--- config.mk ---
export PLATFORM = sky130hd
export DESIGN_NAME = gamepad_poller
export DESIGN_NICKNAME = d
export VERILOG_FILES = /design/src/rtl/gp_pkg.sv /design/src/rtl/gp_poll_timer.sv /design/src/rtl/gp_sync.sv /design/src/rtl/gp_sequencer.sv /design/src/rtl/gamepad_poller.sv
export SDC_FILE = /design/constraint.sdc
export NUM_CORES = 1
export LEC_CHECK = 0
export BUFFER_PORTS_ARGS = -buffer_cell sky130_fd_sc_hd__buf_2
export CAP_MARGIN = 5
export CELL_PAD_IN_SITES_DETAIL_PLACEMENT = 2
export CELL_PAD_IN_SITES_GLOBAL_PLACEMENT = 2
export CORE_AREA = 10 10 108 110
export DETAILED_ROUTE_END_ITERATION = 8
export DIE_AREA = 0 0 118 120
export GPL_TIMING_DRIVEN = 0
export PLACE_DENSITY = 0.79
export SYNTH_ARGS = -nofsm -noshare
export SYNTH_HDL_FRONTEND = slang
export SYNTH_SLANG_ARGS = --single-unit
--- constraint.sdc ---
create_clock -name clk_i -period 2.3 [get_ports clk_i]
set_input_delay 0.69 -clock clk_i [delete_from_list [all_inputs] [get_ports clk_i]]
set_output_delay 0.69 -clock clk_i [all_outputs]
set_load 0.02 [all_outputs]
--- src/rtl/gp_pkg.sv ---
package gp_pkg;

  typedef enum logic [2:0] {
    ST_IDLE,
    ST_LATCH,
    ST_GAP,
    ST_LOW,
    ST_HIGH
  } seq_state_e;

  function automatic int unsigned us_to_cyc(int unsigned clk_hz, int unsigned us);
    return (clk_hz / 1_000_000) * us;
  endfunction

endpackage

--- src/rtl/gp_poll_timer.sv ---
module gp_poll_timer #(
  parameter int unsigned PERIOD = 833_333
) (
  input  logic clk_i,
  input  logic rst_ni,
  output logic tick_o
);
  localparam int unsigned CW = (PERIOD > 2) ? $clog2(PERIOD) : 1;
  localparam logic [CW-1:0] LAST = CW'(PERIOD - 1);

  logic [CW-1:0] cnt_q;

  always_ff @(posedge clk_i or negedge rst_ni) begin
    if (!rst_ni)            cnt_q <= '0;
    else if (cnt_q == LAST) cnt_q <= '0;
    else                    cnt_q <= cnt_q + 1'b1;
  end

  assign tick_o = (cnt_q == LAST);

  // ticks are isolated pulses, never back to back
  a_r9_tick_isolated: assert property (@(posedge clk_i) disable iff (!rst_ni)
    tick_o |=> !tick_o);

endmodule

--- src/rtl/gp_sync.sv ---
module gp_sync #(
  parameter int unsigned STAGES = 2
) (
  input  logic clk_i,
  input  logic rst_ni,
  input  logic d_i,
  output logic q_o
);
  logic [STAGES-1:0] ff_q;

  generate
    if (STAGES == 1) begin : g_single
      always_ff @(posedge clk_i or negedge rst_ni) begin
        if (!rst_ni) ff_q <= '1;
        else         ff_q <= d_i;
      end
    end else begin : g_chain
      always_ff @(posedge clk_i or negedge rst_ni) begin
        if (!rst_ni) ff_q <= '1;
        else         ff_q <= {ff_q[STAGES-2:0], d_i};
      end
    end
  endgenerate

  assign q_o = ff_q[STAGES-1];

endmodule

--- src/rtl/gp_sequencer.sv ---
module gp_sequencer
  import gp_pkg::*;
#(
  parameter int unsigned LATCH_CYC   = 600,
  parameter int unsigned HALF_CYC    = 300,
  parameter int unsigned NUM_BITS    = 16,
  parameter int unsigned SYNC_STAGES = 2
) (
  input  logic                clk_i,
  input  logic                rst_ni,
  input  logic                go_i,
  input  logic                data_i,
  output logic                latch_o,
  output logic                clk_o,
  output logic                busy_o,
  output logic                valid_o,
  output logic [NUM_BITS-1:0] word_o
);
  localparam int unsigned MAX_PH = (LATCH_CYC > HALF_CYC) ? LATCH_CYC : HALF_CYC;
  localparam int unsigned CW     = $clog2(MAX_PH + 1);
  localparam int unsigned BW     = (NUM_BITS > 2) ? $clog2(NUM_BITS) : 1;
  localparam logic [CW-1:0] LATCH_LAST = CW'(LATCH_CYC - 1);
  localparam logic [CW-1:0] HALF_LAST  = CW'(HALF_CYC - 1);
  localparam logic [CW-1:0] CAP_POINT  = CW'(SYNC_STAGES - 1);
  localparam logic [BW-1:0] BIT_LAST   = BW'(NUM_BITS - 1);

  seq_state_e          state_q, state_d;
  logic [CW-1:0]       cnt_q;
  logic [BW-1:0]       bit_q;
  logic [NUM_BITS-1:0] shreg_q;
  logic                phase_last, last_bit, capture, done;

  assign phase_last = (state_q == ST_LATCH) ? (cnt_q == LATCH_LAST) : (cnt_q == HALF_LAST);
  assign last_bit   = (bit_q == BIT_LAST);
  // sync output now shows the wire level from the cycle before the falling edge
  assign capture    = (state_q == ST_LOW) && (cnt_q == CAP_POINT);
  assign done       = (state_q == ST_HIGH) && phase_last && last_bit;

  always_comb begin
    state_d = state_q;
    unique case (state_q)
      ST_IDLE:  if (go_i)       state_d = ST_LATCH;
      ST_LATCH: if (phase_last) state_d = ST_GAP;
      ST_GAP:   if (phase_last) state_d = ST_LOW;
      ST_LOW:   if (phase_last) state_d = ST_HIGH;
      ST_HIGH:  if (phase_last) state_d = last_bit ? ST_IDLE : ST_LOW;
      default:                  state_d = ST_IDLE;
    endcase
  end

  always_ff @(posedge clk_i or negedge rst_ni) begin
    if (!rst_ni) begin
      state_q <= ST_IDLE;
      cnt_q   <= '0;
    end else begin
      state_q <= state_d;
      if (state_d != state_q || state_q == ST_IDLE) cnt_q <= '0;
      else                                          cnt_q <= cnt_q + 1'b1;
    end
  end

  always_ff @(posedge clk_i or negedge rst_ni) begin
    if (!rst_ni)                                   bit_q <= '0;
    else if (state_q == ST_IDLE)                   bit_q <= '0;
    else if (state_q == ST_HIGH && phase_last)     bit_q <= last_bit ? '0 : bit_q + 1'b1;
  end

  always_ff @(posedge clk_i or negedge rst_ni) begin
    if (!rst_ni)      shreg_q <= '0;
    else if (capture) shreg_q <= {~data_i, shreg_q[NUM_BITS-1:1]};
  end

  always_ff @(posedge clk_i or negedge rst_ni) begin
    if (!rst_ni) begin
      latch_o <= 1'b0;
      clk_o   <= 1'b1;
      busy_o  <= 1'b0;
      valid_o <= 1'b0;
      word_o  <= '0;
    end else begin
      latch_o <= (state_d == ST_LATCH);
      clk_o   <= (state_d != ST_LOW);
      busy_o  <= (state_d != ST_IDLE);
      valid_o <= done;
      if (done) word_o <= shreg_q;
    end
  end

  // the shift clock never drops while the latch is high
  a_r3_clk_high_in_latch: assert property (@(posedge clk_i) disable iff (!rst_ni)
    latch_o |-> clk_o);
  // an idle link rests with the clock high and the latch low
  a_r3_idle_lines: assert property (@(posedge clk_i) disable iff (!rst_ni)
    !busy_o |-> (clk_o && !latch_o));
  // the latch only occurs inside a busy window
  a_r8_latch_in_busy: assert property (@(posedge clk_i) disable iff (!rst_ni)
    latch_o |-> busy_o);
  // busy ends exactly when the word is published
  a_r8_busy_ends_valid: assert property (@(posedge clk_i) disable iff (!rst_ni)
    $fell(busy_o) |-> valid_o);
  // single-cycle strobe
  a_r7_valid_single: assert property (@(posedge clk_i) disable iff (!rst_ni)
    valid_o |=> !valid_o);
  // the word holds between strobes
  a_r7_word_hold: assert property (@(posedge clk_i) disable iff (!rst_ni)
    !valid_o |-> $stable(word_o));
  // a latch pulse only starts from idle
  a_r10_launch_from_idle: assert property (@(posedge clk_i) disable iff (!rst_ni)
    $rose(latch_o) |-> !$past(busy_o));

endmodule

--- src/rtl/gamepad_poller.sv ---
module gamepad_poller
  import gp_pkg::*;
#(
  parameter int unsigned CLK_HZ      = 50_000_000,
  parameter int unsigned POLL_HZ     = 60,
  parameter int unsigned LATCH_US    = 12,
  parameter int unsigned HALF_US     = 6,
  parameter int unsigned NUM_BITS    = 16,
  parameter int unsigned SYNC_STAGES = 2
) (
  input  logic                clk_i,
  input  logic                rst_ni,
  input  logic                start_i,
  input  logic                pad_data_i,
  output logic                pad_latch_o,
  output logic                pad_clk_o,
  output logic                busy_o,
  output logic                valid_o,
  output logic [NUM_BITS-1:0] buttons_o
);
  localparam int unsigned LATCH_CYC = us_to_cyc(CLK_HZ, LATCH_US);
  localparam int unsigned HALF_CYC  = us_to_cyc(CLK_HZ, HALF_US);
  localparam int unsigned POLL_CYC  = CLK_HZ / POLL_HZ;

  initial begin
    a_cfg_clk: assert (CLK_HZ >= 1_000_000);
    a_cfg_half: assert (HALF_CYC > SYNC_STAGES);
    a_cfg_poll: assert (POLL_CYC >= 2);
  end

  logic tick, data_s;

  gp_poll_timer #(.PERIOD(POLL_CYC)) i_timer (
    .clk_i  (clk_i),
    .rst_ni (rst_ni),
    .tick_o (tick)
  );

  gp_sync #(.STAGES(SYNC_STAGES)) i_sync (
    .clk_i  (clk_i),
    .rst_ni (rst_ni),
    .d_i    (pad_data_i),
    .q_o    (data_s)
  );

  gp_sequencer #(
    .LATCH_CYC   (LATCH_CYC),
    .HALF_CYC    (HALF_CYC),
    .NUM_BITS    (NUM_BITS),
    .SYNC_STAGES (SYNC_STAGES)
  ) i_seq (
    .clk_i   (clk_i),
    .rst_ni  (rst_ni),
    .go_i    (start_i | tick),
    .data_i  (data_s),
    .latch_o (pad_latch_o),
    .clk_o   (pad_clk_o),
    .busy_o  (busy_o),
    .valid_o (valid_o),
    .word_o  (buttons_o)
  );

  // latch rises only after an idle cycle holding a request
  a_r2_latch_needs_request: assert property (@(posedge clk_i) disable iff (!rst_ni)
    $rose(pad_latch_o) |-> $past(start_i | tick));

endmodule

==> results of run 1 <==
## report_power, final
part	internal, uW	leakage [uW]	total [uW]	switching [uW]
logic	7.44	0.000895	35.7	28.2
clock network	408	0.0000844	1020	614
registers	1320	0.000984	1320	0.702
## kinds of logic (layout without fill, tap and decap cells)
family                     after synthesis  in the layout  share of synthesized area [%]
muxes                                   33             33                           11.9
and+or+nand+nor                        111            111                           18.2
xor gates and xnor gates                22             22                           5.62
DFF                                     75             75                           54.9
AOI/OAI and AO/OA                       29             29                           5.69
buffers and inverters                   15             73                           1.93
adders and majority gates                5              5                           1.82
## registers in the layout, indices dropped and copies added (netlist names)
register       flops
i_seq.busy_o       1
i_seq.word_o      16
i_seq.state_q      3
i_seq.bit_q        4
i_seq.valid_o      1
i_seq.clk_o        1
i_seq.cnt_q       10
i_seq.latch_o      1
i_timer.cnt_q     20
i_sync.ff_q        2
i_seq.shreg_q     16
## Yosys cell counts (2+ instances only)
cell	instances
or2_2	2
or4b_1	2
a31oi_1	4
ha_1	5
inv_1	3
or3b_2	2
xnor2_1	9
buf_2	2
and4_1	4
nor4b_1	3
nor4bb_1	2
and2_1	4
nand3_1	16
o21ai_0	6
nand4_1	14
a21oi_1	5
o22ai_1	3
dfrtp_1	72
and3_1	10
xor2_1	13
clkbuf_1	9
dfstp_2	3
nor2_1	26
nor4_1	3
o211ai_1	2
or3_1	4
nor2b_1	3
mux2i_1	2
mux2_4	10
mux2_2	21
nand2_1	11
## timing repair
item / in CTS / in global routing
gates resized for setup: 21 / 10
gates cloned: 1 / 0
endpoints found under the setup margin: 39 / 44
pin swaps: 6 / 5
setup buffers: 19 / 1
## path summary, 6_finish.rpt
| kind | cells past startpoint | slack, ns | endpoint |
|---|---|---|---|
| max | 6 | -0.03 | i_seq.word_o[10]$_DFFE_PN0P_ |
| min | 1 | 0.15 | i_seq.cnt_q[2]$_DFF_PN0_ |
| max reg2reg | 6 | -0.03 | i_seq.word_o[10]$_DFFE_PN0P_ |
| min reg2reg | 0 | 0.36 | i_sync.ff_q[1]$_DFF_PN1_ |
| max in group asynchronous | 2 | 1.54 | i_sync.ff_q[0]$_DFF_PN1_ |
| min in group clk_i | 0 | 0.36 | i_sync.ff_q[1]$_DFF_PN1_ |
## stage by stage
step,cell area (um2),power [uW],setup WS [ns]
after global routing,4210,2470,-0.0662
after detailed placement,3770,1390,-0.470
after CTS,4210,2370,0.0168
final,4210,2380,-0.0293
after global placement,3740,1380,-0.378
after floorplan,3460,1350,-0.103
## cell type report
cell class	count	area [um2]	share of cell area [%]
Clock inverter	7	60.1	1.43
Timing Repair Buffer	45	330	7.84
Inverter	3	11.3	0.267
Multi-Input combinational cell	200	1570	37.4
Sequential cell	75	1890	44.9
Buffer	9	57.6	1.37
Tap cell	133	166	3.95
Clock buffer	9	124	2.94
## routing by layer
layer / vias up / wire length, um / share of wire, % / GRT usage (%)
met2: 63 / 5990 / 53 / 30.2
li1: 1163 / - / - / -
met1: 1408 / 4560 / 40 / 18.4
met4: 0 / 335 / 3.0 / 7.11
met5: - / 0 / 0 / 0
met3: 33 / 378 / 3.4 / 4.13
## critical path: stages, from the launching register on
cell     delay, ns
dfrtp_1       0.42
buf_6         0.13
o22ai_4       0.07
or4b_4        0.51
or4b_4        0.62
buf_16        0.18
mux2_4        0.30
==> impl_results.md, run 1 <==
* Slew margin rel. at about 50%
* Ports at 24
* Layout Cells excl Fill at around 480
* Commonest non-fill, non-tap cell in the layout: dfrtp_1
* DR vias/cell at around 5.5
* Fmax at between 400 and 500 MHz
* Top FF cell, synth: dfrtp_1
* Share of the synthesized area in the top cell type at 52.6%
* Tmin final at between 2 and 2.5 ns
* Critical Path RT at 2.57 ns
* Synth area leader: dfrtp_1
* Die Span Y at 120 um
* Max-cap check violation count at 0
* Failing checks: negative setup slack
* WS Path Type: flop to flop
* Chip Width at between 100 and 150 um
* Layout cells sized above 1 at 34.8%
* Clk slew on worst S/H paths at about 0.090 ns
* Mapped Area at about 3400 um2
* Hold WS at between 0.1 and 0.15 ns
* Antenna-violating nets left at 0
* Post-layout util at 44.1%
* Ys Warns at 0
* Seq/Total Area, Yosys at between 50% and 60%
* Port Buffers at 23
* GRT Util Overall at 16.7%
* Post-route DRC at 0
* Post-DP HPWL at 6080 um
* TritonCTS Buffers at 9
* Syn avg cell area at between 10 and 15 um2
* Leak at about 0.0020 uW
* Number of global-route vias before repair at 3,050
* First-pass GRT wire length at 18,400 um
* Core area at around 9500 um2
* Status: finished with violations
* Post-synth EDFFs at 0
* Critical R2R Launch: i_seq.cnt_q[8]$_DFF_PN0_
* Hold Violations, Final at 0
* Initial antenna violation count at 0
* Cell count after placement at between 400 and 500
* Pin count of the biggest net entering global routing at between 60 and 70
* Worst Setup End Kind: flop
* Setup TNS at -0.188 ns
* Final-report setup violation count at 13
* Total clock sinks at between 70 and 80
* Initial Utilization at a little over a third
* Gr ovfl total at 0
* Vias after detailed routing at about 2,700
* Area contributors post-synth: dfrtp_1 (53%), mux2_2 (6.9%), mux2_4 (4.4%)
* CP arrival at 2.60 ns
* Worst-Margin Slew at ~0.73 ns
* Fillers at 988
* DR iter-0 viols at around 150
* Power per Cell Area at roughly 560 nW/um2
* Avg WL per Cell at between 20 and 25 um
* RSZ-0062 raised after global routing: true
* DRT Pass-1 Iters at 5
* Final nets at 352
* Clock Skew at around 0.013 ns
* Die area at around 14,000 um2
* Startpoint Class: flop
* Most frequent cells in the layout: dfrtp_1 (64), nor2_1 (26), buf_2 (22), mux2_2 (21), buf_4 (19)
* Synth Instances at 290
* GPL Wtd Cong at around 0.76
* Period utilization at 101%
* Clock H-tree levels at 3
* Worst-Skew Late Latency at 0.38 ns
* Async SR Flop Fraction at 100%
* Synth-to-layout area growth at 22.9%
* Final WS setup at -0.0293 ns
* Root buf cell: clkbuf_8
* Syn Nets at ~300
* Final Max Tran Viols at 0
* Worst VDD drop at between 200 and 300 uV
* CTS tree: built
* Ant. Diodes at 0
* Crit Path Max Fanout at 5
* Yosys cell types at 46
* Rows at 36
* HP Class: primary input to asynchronous set/reset pin
* Seq cells post-synth at 75
* Drt total wl at between 10,000 and 15,000 um
* Deepest clock path buffer count at 2
* Critical Path Start: i_seq.cnt_q[8]$_DFF_PN0_
* CTS Hold Bufs at 0
Note: power is estimated with default switching activity, not from simulation.
==> inputs of run 2 (changes only) <==
==> constraint.sdc (replaced) <==
create_clock -name clk_i -period 1.9 [get_ports clk_i]
set_input_delay 0.57 -clock clk_i [delete_from_list [all_inputs] [get_ports clk_i]]
set_output_delay 0.57 -clock clk_i [all_outputs]
set_load 0.02 [all_outputs]
==> run 2 against run 1 <==
  * The run still ends with negative setup slack left
  * Highest routed layer unchanged
  * Critical endpoint is now i_seq.word_o[11]$_DFFE_PN0P_
  * First-iteration DRC count rose by 4.0%
  * Combinational power up 22%
  * Final area up 6.2%
  * Clock-buffer cell count did not move
  * Via count down 2.9%
  * Hold slack got worse by 0.039 ns
  * Critical path type unchanged
  * Utilization grew 2.7 points
  * Final cell count increased by 1.9%
  * Critical path depth unchanged
  * Sequential cell count unchanged
  * Largest cell class unchanged
  * Worst setup slack worse by 0.43 ns
==> impl_results.md, run 2 (same netlist as run 1, synthesis figures left out) <==
* Status: finished with violations
* Failing checks: negative setup slack
* Period utilization at 124%
* RSZ-0062 raised after global routing: true
* Power per Cell Area at between 600 and 700 nW/um2
* Final-report setup violation count at 31
* Layout cells sized above 1 at between 40 and 50%
* Die area at about 14,000 um2
* CTS Hold Bufs at 0
* DR iter-0 viols at 155
* Clk slew on worst S/H paths at 0.09 ns
* Fmax at between 400 and 500 MHz
* First-pass GRT wire length at approximately 17,000 um
* Port Buffers at 23
* Top flop regs: i_timer.cnt_q (20), i_seq.shreg_q (16), i_seq.word_o (16)
* Antenna-violating nets left at 0
* Final Max Tran Viols at 0
* CP arrival at 2.60 ns
* Ports at 24
* Die Span Y at between 100 and 150 um
* Clock Skew at 0.0158 ns
* GPL Wtd Cong at roughly 0.77
* Post-layout util at between 40 and 50%
* Root buf cell: clkbuf_8
* Fillers at ~980
* Avg WL per Cell at around 21 um
* Tmin final at between 2 and 2.5 ns
* Cell count after placement at approximately 450
* Slew margin rel. at around three fifths
* Gr ovfl total at 0
* Number of global-route vias before repair at approximately 2,900
* Post-DP HPWL at 5830 um
* Core area at approximately 9500 um2
* Chip Width at approximately 120 um
* GRT Util Overall at 14.7%
* Drt total wl at approximately 11,000 um
* Worst-Margin Slew at about 0.60 ns
* Rows at 36
* Total clock sinks at 75
* Commonest non-fill, non-tap cell in the layout: dfrtp_1
* HP Class: primary input to asynchronous set/reset pin
* Ant. Diodes at 0
* Final nets at 361
* Synth-to-layout area growth at 30.5%
* Layout Cells excl Fill at 490
* CTS tree: built
* Largest register FFs at 20
* Initial antenna violation count at 0
* Initial Utilization at a little over a third
* Worst Setup End Kind: flop
* Pin count of the biggest net entering global routing at 55
* Max-cap check violation count at 0
* Top reg by flops: i_timer.cnt_q
* Final Cell Area at ~4500 um2
* Vias after detailed routing at 2,589
* Worst VDD drop at roughly 270 uV
* Crit Path Max Fanout at 5
* DR vias/cell at approximately 5.3
* Worst-Skew Late Latency at between 0.3 and 0.4 ns
* Place WS at -0.847 ns
* Leak at between 0.002 and 0.0025 uW
* WS Path Type: flop to flop
* Post-route DRC at 0
* Clock H-tree levels at 3
* TritonCTS Buffers at 9
* Most frequent cells in the layout: dfrtp_1 (60), nor2_1 (24), buf_2 (23), buf_4 (23), mux2_2 (20)
* Deepest clock path buffer count at 2
* DRT Pass-1 Iters at 4
* Final WS setup at -0.458 ns
* Area after DPL at about 3800 um2
* Hold Violations, Final at 0
* Startpoint Class: flop
* Critical Path RT at 2.14 ns
==> run 2: changes by cell type in the layout (fill, tap and decap cells not counted), moves of 2 or more <==
cell        change
clkinvlp_4      -2
nor2_4          +2
nor4_1          -2
nor2_1          -2
clkbuf_1        -2
clkbuf_2        -2
buf_6           +6
buf_4           +4
buf_8           +2
dfrtp_2         +4
nand3_4         +2
dfrtp_1         -4
nand3_1         -2
==> run 2: layer usage <==
layer  track usage (%)  up-vias  routed length (um)
met4              5.64        0                 189
li1                  -     1178                   -
met2              25.7       41                5410
met1              17.5     1357                4680
met5                 0        -                   0
met3              2.95       13                 251
==> run 2: path summary, 6_finish.rpt <==
| kind | startpoint | endpoint | slack (ns) | cells past startpoint |
|---|---|---|---|---|
| setup / recovery | i_seq.cnt_q[5]$_DFF_PN0_ | i_seq.word_o[11]$_DFFE_PN0P_ | -0.46 | 6 |
| hold / removal | rst_ni | i_seq.cnt_q[2]$_DFF_PN0_ | 0.11 | 1 |
| setup reg to reg | i_seq.cnt_q[5]$_DFF_PN0_ | i_seq.word_o[11]$_DFFE_PN0P_ | -0.46 | 6 |
| hold reg to reg | i_sync.ff_q[0]$_DFF_PN1_ | i_sync.ff_q[1]$_DFF_PN1_ | 0.35 | 0 |
| max in group asynchronous | rst_ni | i_sync.ff_q[0]$_DFF_PN1_ | 1.17 | 2 |
| min in group clk_i | pad_data_i | i_sync.ff_q[0]$_DFF_PN1_ | 0.31 | 1 |
==> run 2: area by class of cell <==
| type | instances | area (um2) | share of cell area (%) |
|---|---|---|---|
| Sequential cell | 75 | 1900 | 42.4 |
| Multi-Input combinational cell | 200 | 1700 | 37.9 |
| Timing Repair Buffer | 55 | 437 | 9.76 |
| Tap cell | 133 | 166 | 3.72 |
| Clock buffer | 9 | 124 | 2.77 |
| Buffer | 8 | 78.8 | 1.76 |
| Clock inverter | 7 | 65.1 | 1.45 |
| Inverter | 3 | 11.3 | 0.252 |
==> run 2: what timing repair did <==
action,CTS,global route
endpoints found under the setup margin,63,64
setup buffers,21,9
cloned,2,0
gates resized for setup,35,35
pin swaps,7,8
==> run 2: where the power goes <==
part / total [uW] / switching (uW) / leakage [uW] / internal [uW]
combinational: 43.4 / 34.4 / 0.000983 / 8.99
sequential: 1600 / 0.630 / 0.000977 / 1600
clock: 1240 / 734 / 0.0000943 / 507
==> run 2: critical path: stages (launching register included) <==
cell	delay, ns
dfrtp_2	0.42
buf_6	0.13
nor4b_4	0.35
a32oi_4	0.20
or4b_4	0.67
buf_12	0.18
mux2_4	0.29
==> run 2: metrics by stage <==
stage | hold slack (ns) | TNS, ns | power (uW)
6_report | 0.106 | -8.11 | 2880
5_1_grt | 0.117 | -10.55 | 3010
4_1_cts | 0.108 | -6.04 | 2900
3_5_place_dp | 0.348 | -29.71 | 1680
3_3_place_gp | 0.352 | -42.58 | 1670
2_1_floorplan | 0.274 | -7.54 | 1630
==> inputs of run 3 (changes only) <==
--- a/config.mk
+++ b/config.mk
@@ -14,6 +14,7 @@
 export DIE_AREA = 0 0 118 120
 export GPL_TIMING_DRIVEN = 0
 export PLACE_DENSITY = 0.79
+export SKIP_CTS_REPAIR_TIMING = 1
 export SYNTH_ARGS = -nofsm -noshare
 export SYNTH_HDL_FRONTEND = slang
 export SYNTH_SLANG_ARGS = --single-unit
==> run 3 against run 2 <==
  * The flow still finishes with violations (negative setup slack)
  * Worst setup slack got worse by 0.092 ns
  * Combinational power rose by 3%
  * Sequential power barely moved
  * Non-clock buffer count fell by 3
  * Final cell count fell by 0.61%
  * Sequential cell count did not move
  * Clock power barely moved
  * Hold slack got worse by 0.0013 ns
  * Utilization fell by 1.9 points
  * Maximum frequency fell by 3.8%
  * Via count rose by 1.5%
  * Critical endpoint is now i_seq.word_o[8]$_DFFE_PN0P_
==> impl_results.md, run 3 (same netlist as run 1, synthesis figures left out) <==
* Worst-Skew Late Latency at approximately 0.37 ns
* Post-layout util at roughly 45%
* Power per Cell Area at between 600 and 700 nW/um2
* Met3 Usage GRT at about 2.6%
* WS Path Type: flop to flop
* Clock Skew at 0.0211 ns
* Area after DPL at 3780 um2
* Status: finished with violations
* Fmax at just over 400 MHz
* Final Cell Area at about 4300 um2
* CP arrival at approximately 2.7 ns
* GPL Wtd Cong at 0.765
* Leak at 0.00202 uW
* Largest register FFs at 20
* CTS tree: built
* Synth-to-layout area growth at 25.4%
* First-pass GRT wire length at roughly 14,000 um
* Root buf cell: clkbuf_8
* Layout cells sized above 1 at 38.4%
* Drt total wl at 11,100 um
* Hold Violations, Final at 0
* HP Class: primary input to asynchronous set/reset pin
* Worst VDD drop at roughly 310 uV
* Chip Width at approximately 120 um
* DR iter-0 viols at 183
* Startpoint Class: flop
* Gr ovfl total at 0
* Clock share of power at 43.4%
* Final Max Tran Viols at 0
* Antenna-violating nets left at 0
* Period utilization at 129%
* Total clock sinks at 75
* Setup TNS at -14.06 ns
* Pin count of the biggest net entering global routing at 55
* Port Buffers at 23
* Sw frac at a little over a quarter
* Worst Setup End Kind: flop
* Power, Total at just under 3000 uW
* Crit path cell chain: nor4_4 -> a32oi_4 -> or4b_4 -> clkbuf_16 -> mux2_4
* Final-report setup violation count at 47
* Pint at roughly 2100 uW
* DR vias/cell at 5.40
* Top reg by flops: i_timer.cnt_q
* Avg WL per Cell at roughly 23 um
* Ant. Diodes at 0
* Failing checks: negative setup slack
* CP peak stage delay at roughly 0.63 ns
* DRT Pass-1 Iters at 4
* Most frequent cells in the layout: dfrtp_1 (63), buf_4 (27), nor2_1 (24), buf_2 (23), mux2_2 (19)
* Cell family contributing the most delay on the critical path: simple AND/OR/NAND/NOR gates
* Sw power at 788 uW
* RSZ-0062 raised after global routing: true
* TritonCTS Buffers at 9
* Die Span Y at roughly 120 um
* Seq pwr share at 55.1%
* Vias after detailed routing at about 2,600
* Top flop regs: i_timer.cnt_q (20), i_seq.shreg_q (16), i_seq.word_o (16)
* Final nets at roughly 360
* Critical Path RT at approximately 2.2 ns
* Slew margin rel. at roughly 62%
* GRT Util Overall at 12.5%
* Initial Utilization at 35.9%
* Buf+Inv Stages, Crit Path at 1
* Die area at between 10,000 and 15,000 um2
* Slowest-stage cell, CP: or4b_4
* Tmin final at approximately 2.5 ns
* Met1 Use GR at around 16%
* Ports at 24
* Grt peak-use layer: met2
* Comb power frac at 1.5%
* Deepest clock path buffer count at 2
* Rows at 36
* Post-route DRC at 0
* Final WS setup at -0.550 ns
* Core area at 9550 um2
* Met2 Use GR at between 20% and 30%
* Post-DP HPWL at 5830 um
* Commonest non-fill, non-tap cell in the layout: dfrtp_1
* Max-cap check violation count at 0
* Clk slew on worst S/H paths at around 0.10 ns
* Number of global-route vias before repair at about 2,700
* Worst-Margin Slew at 0.574 ns
* Initial antenna violation count at 0
* Crit Path Max Fanout at 7
* Clock H-tree levels at 3
## run 3: cell types whose count changed in the layout (fill, tap and decap cells not counted), moves of 3 or more
cell     before  now
buf_4        23   27
buf_6         8    2
dfrtp_1      60   63
dfrtp_2      12    9
## run 3: final timing paths
check / slack, ns / endpoint / from / cells past startpoint
setup / recovery: -0.55 / i_seq.word_o[8]$_DFFE_PN0P_ / i_seq.cnt_q[6]$_DFF_PN0_ / 5
hold / removal: 0.10 / i_seq.cnt_q[2]$_DFF_PN0_ / rst_ni / 1
setup reg to reg: -0.55 / i_seq.word_o[8]$_DFFE_PN0P_ / i_seq.cnt_q[6]$_DFF_PN0_ / 5
hold reg to reg: 0.35 / i_sync.ff_q[1]$_DFF_PN1_ / i_sync.ff_q[0]$_DFF_PN1_ / 0
max in group asynchronous: 1.15 / i_sync.ff_q[0]$_DFF_PN1_ / rst_ni / 2
min in group clk_i: 0.31 / i_sync.ff_q[0]$_DFF_PN1_ / pad_data_i / 1
## run 3: routing by layer
layer | wire [um] | up-vias
met5 | 0 | -
met4 | 126 | 0
met3 | 220 | 12
met2 | 5800 | 37
met1 | 4940 | 1412
li1 | - | 1167
## run 3: layout make-up
| class | count | area (um2) |
|---|---|---|
| clock buffer | 9 | 124 |
| inverter | 3 | 11.3 |
| buffer | 8 | 63.8 |
| timing repair buffer | 52 | 374 |
| sequential | 75 | 1890 |
| fill | 992 | 5250 |
| tap | 133 | 166 |
| clock inverter | 7 | 65.1 |
| multi-input combinational | 200 | 1600 |
## run 3: power by group through the flow
stage	Clock, uW	Sequential, uW	Combinational (uW)
after floorplan	0	1630	0.508
after global placement	0	1630	37.2
after detailed placement	0	1630	46.5
after CTS	1250	1600	46.4
after global routing	1370	1600	51.7
final	1260	1600	44.6
## run 3: worst reg2reg max path, delay by kind of cell (launching register included)
kind | cells | cell delay [ns]
compound gates | 1 | 0.14
buf+inv | 1 | 0.21
flops | 1 | 0.56
mux | 1 | 0.29
simple gates | 2 | 1.14
## run 3: per-stage QoR
stage	setup WS [ns]	instances	hold slack, ns
3_5_place_dp	-0.847	447	0.348
5_1_grt	-0.599	487	0.116
4_1_cts	-0.860	463	0.108
3_3_place_gp	-0.758	446	0.352
2_1_floorplan	-0.503	290	0.274
6_report	-0.550	487	0.105
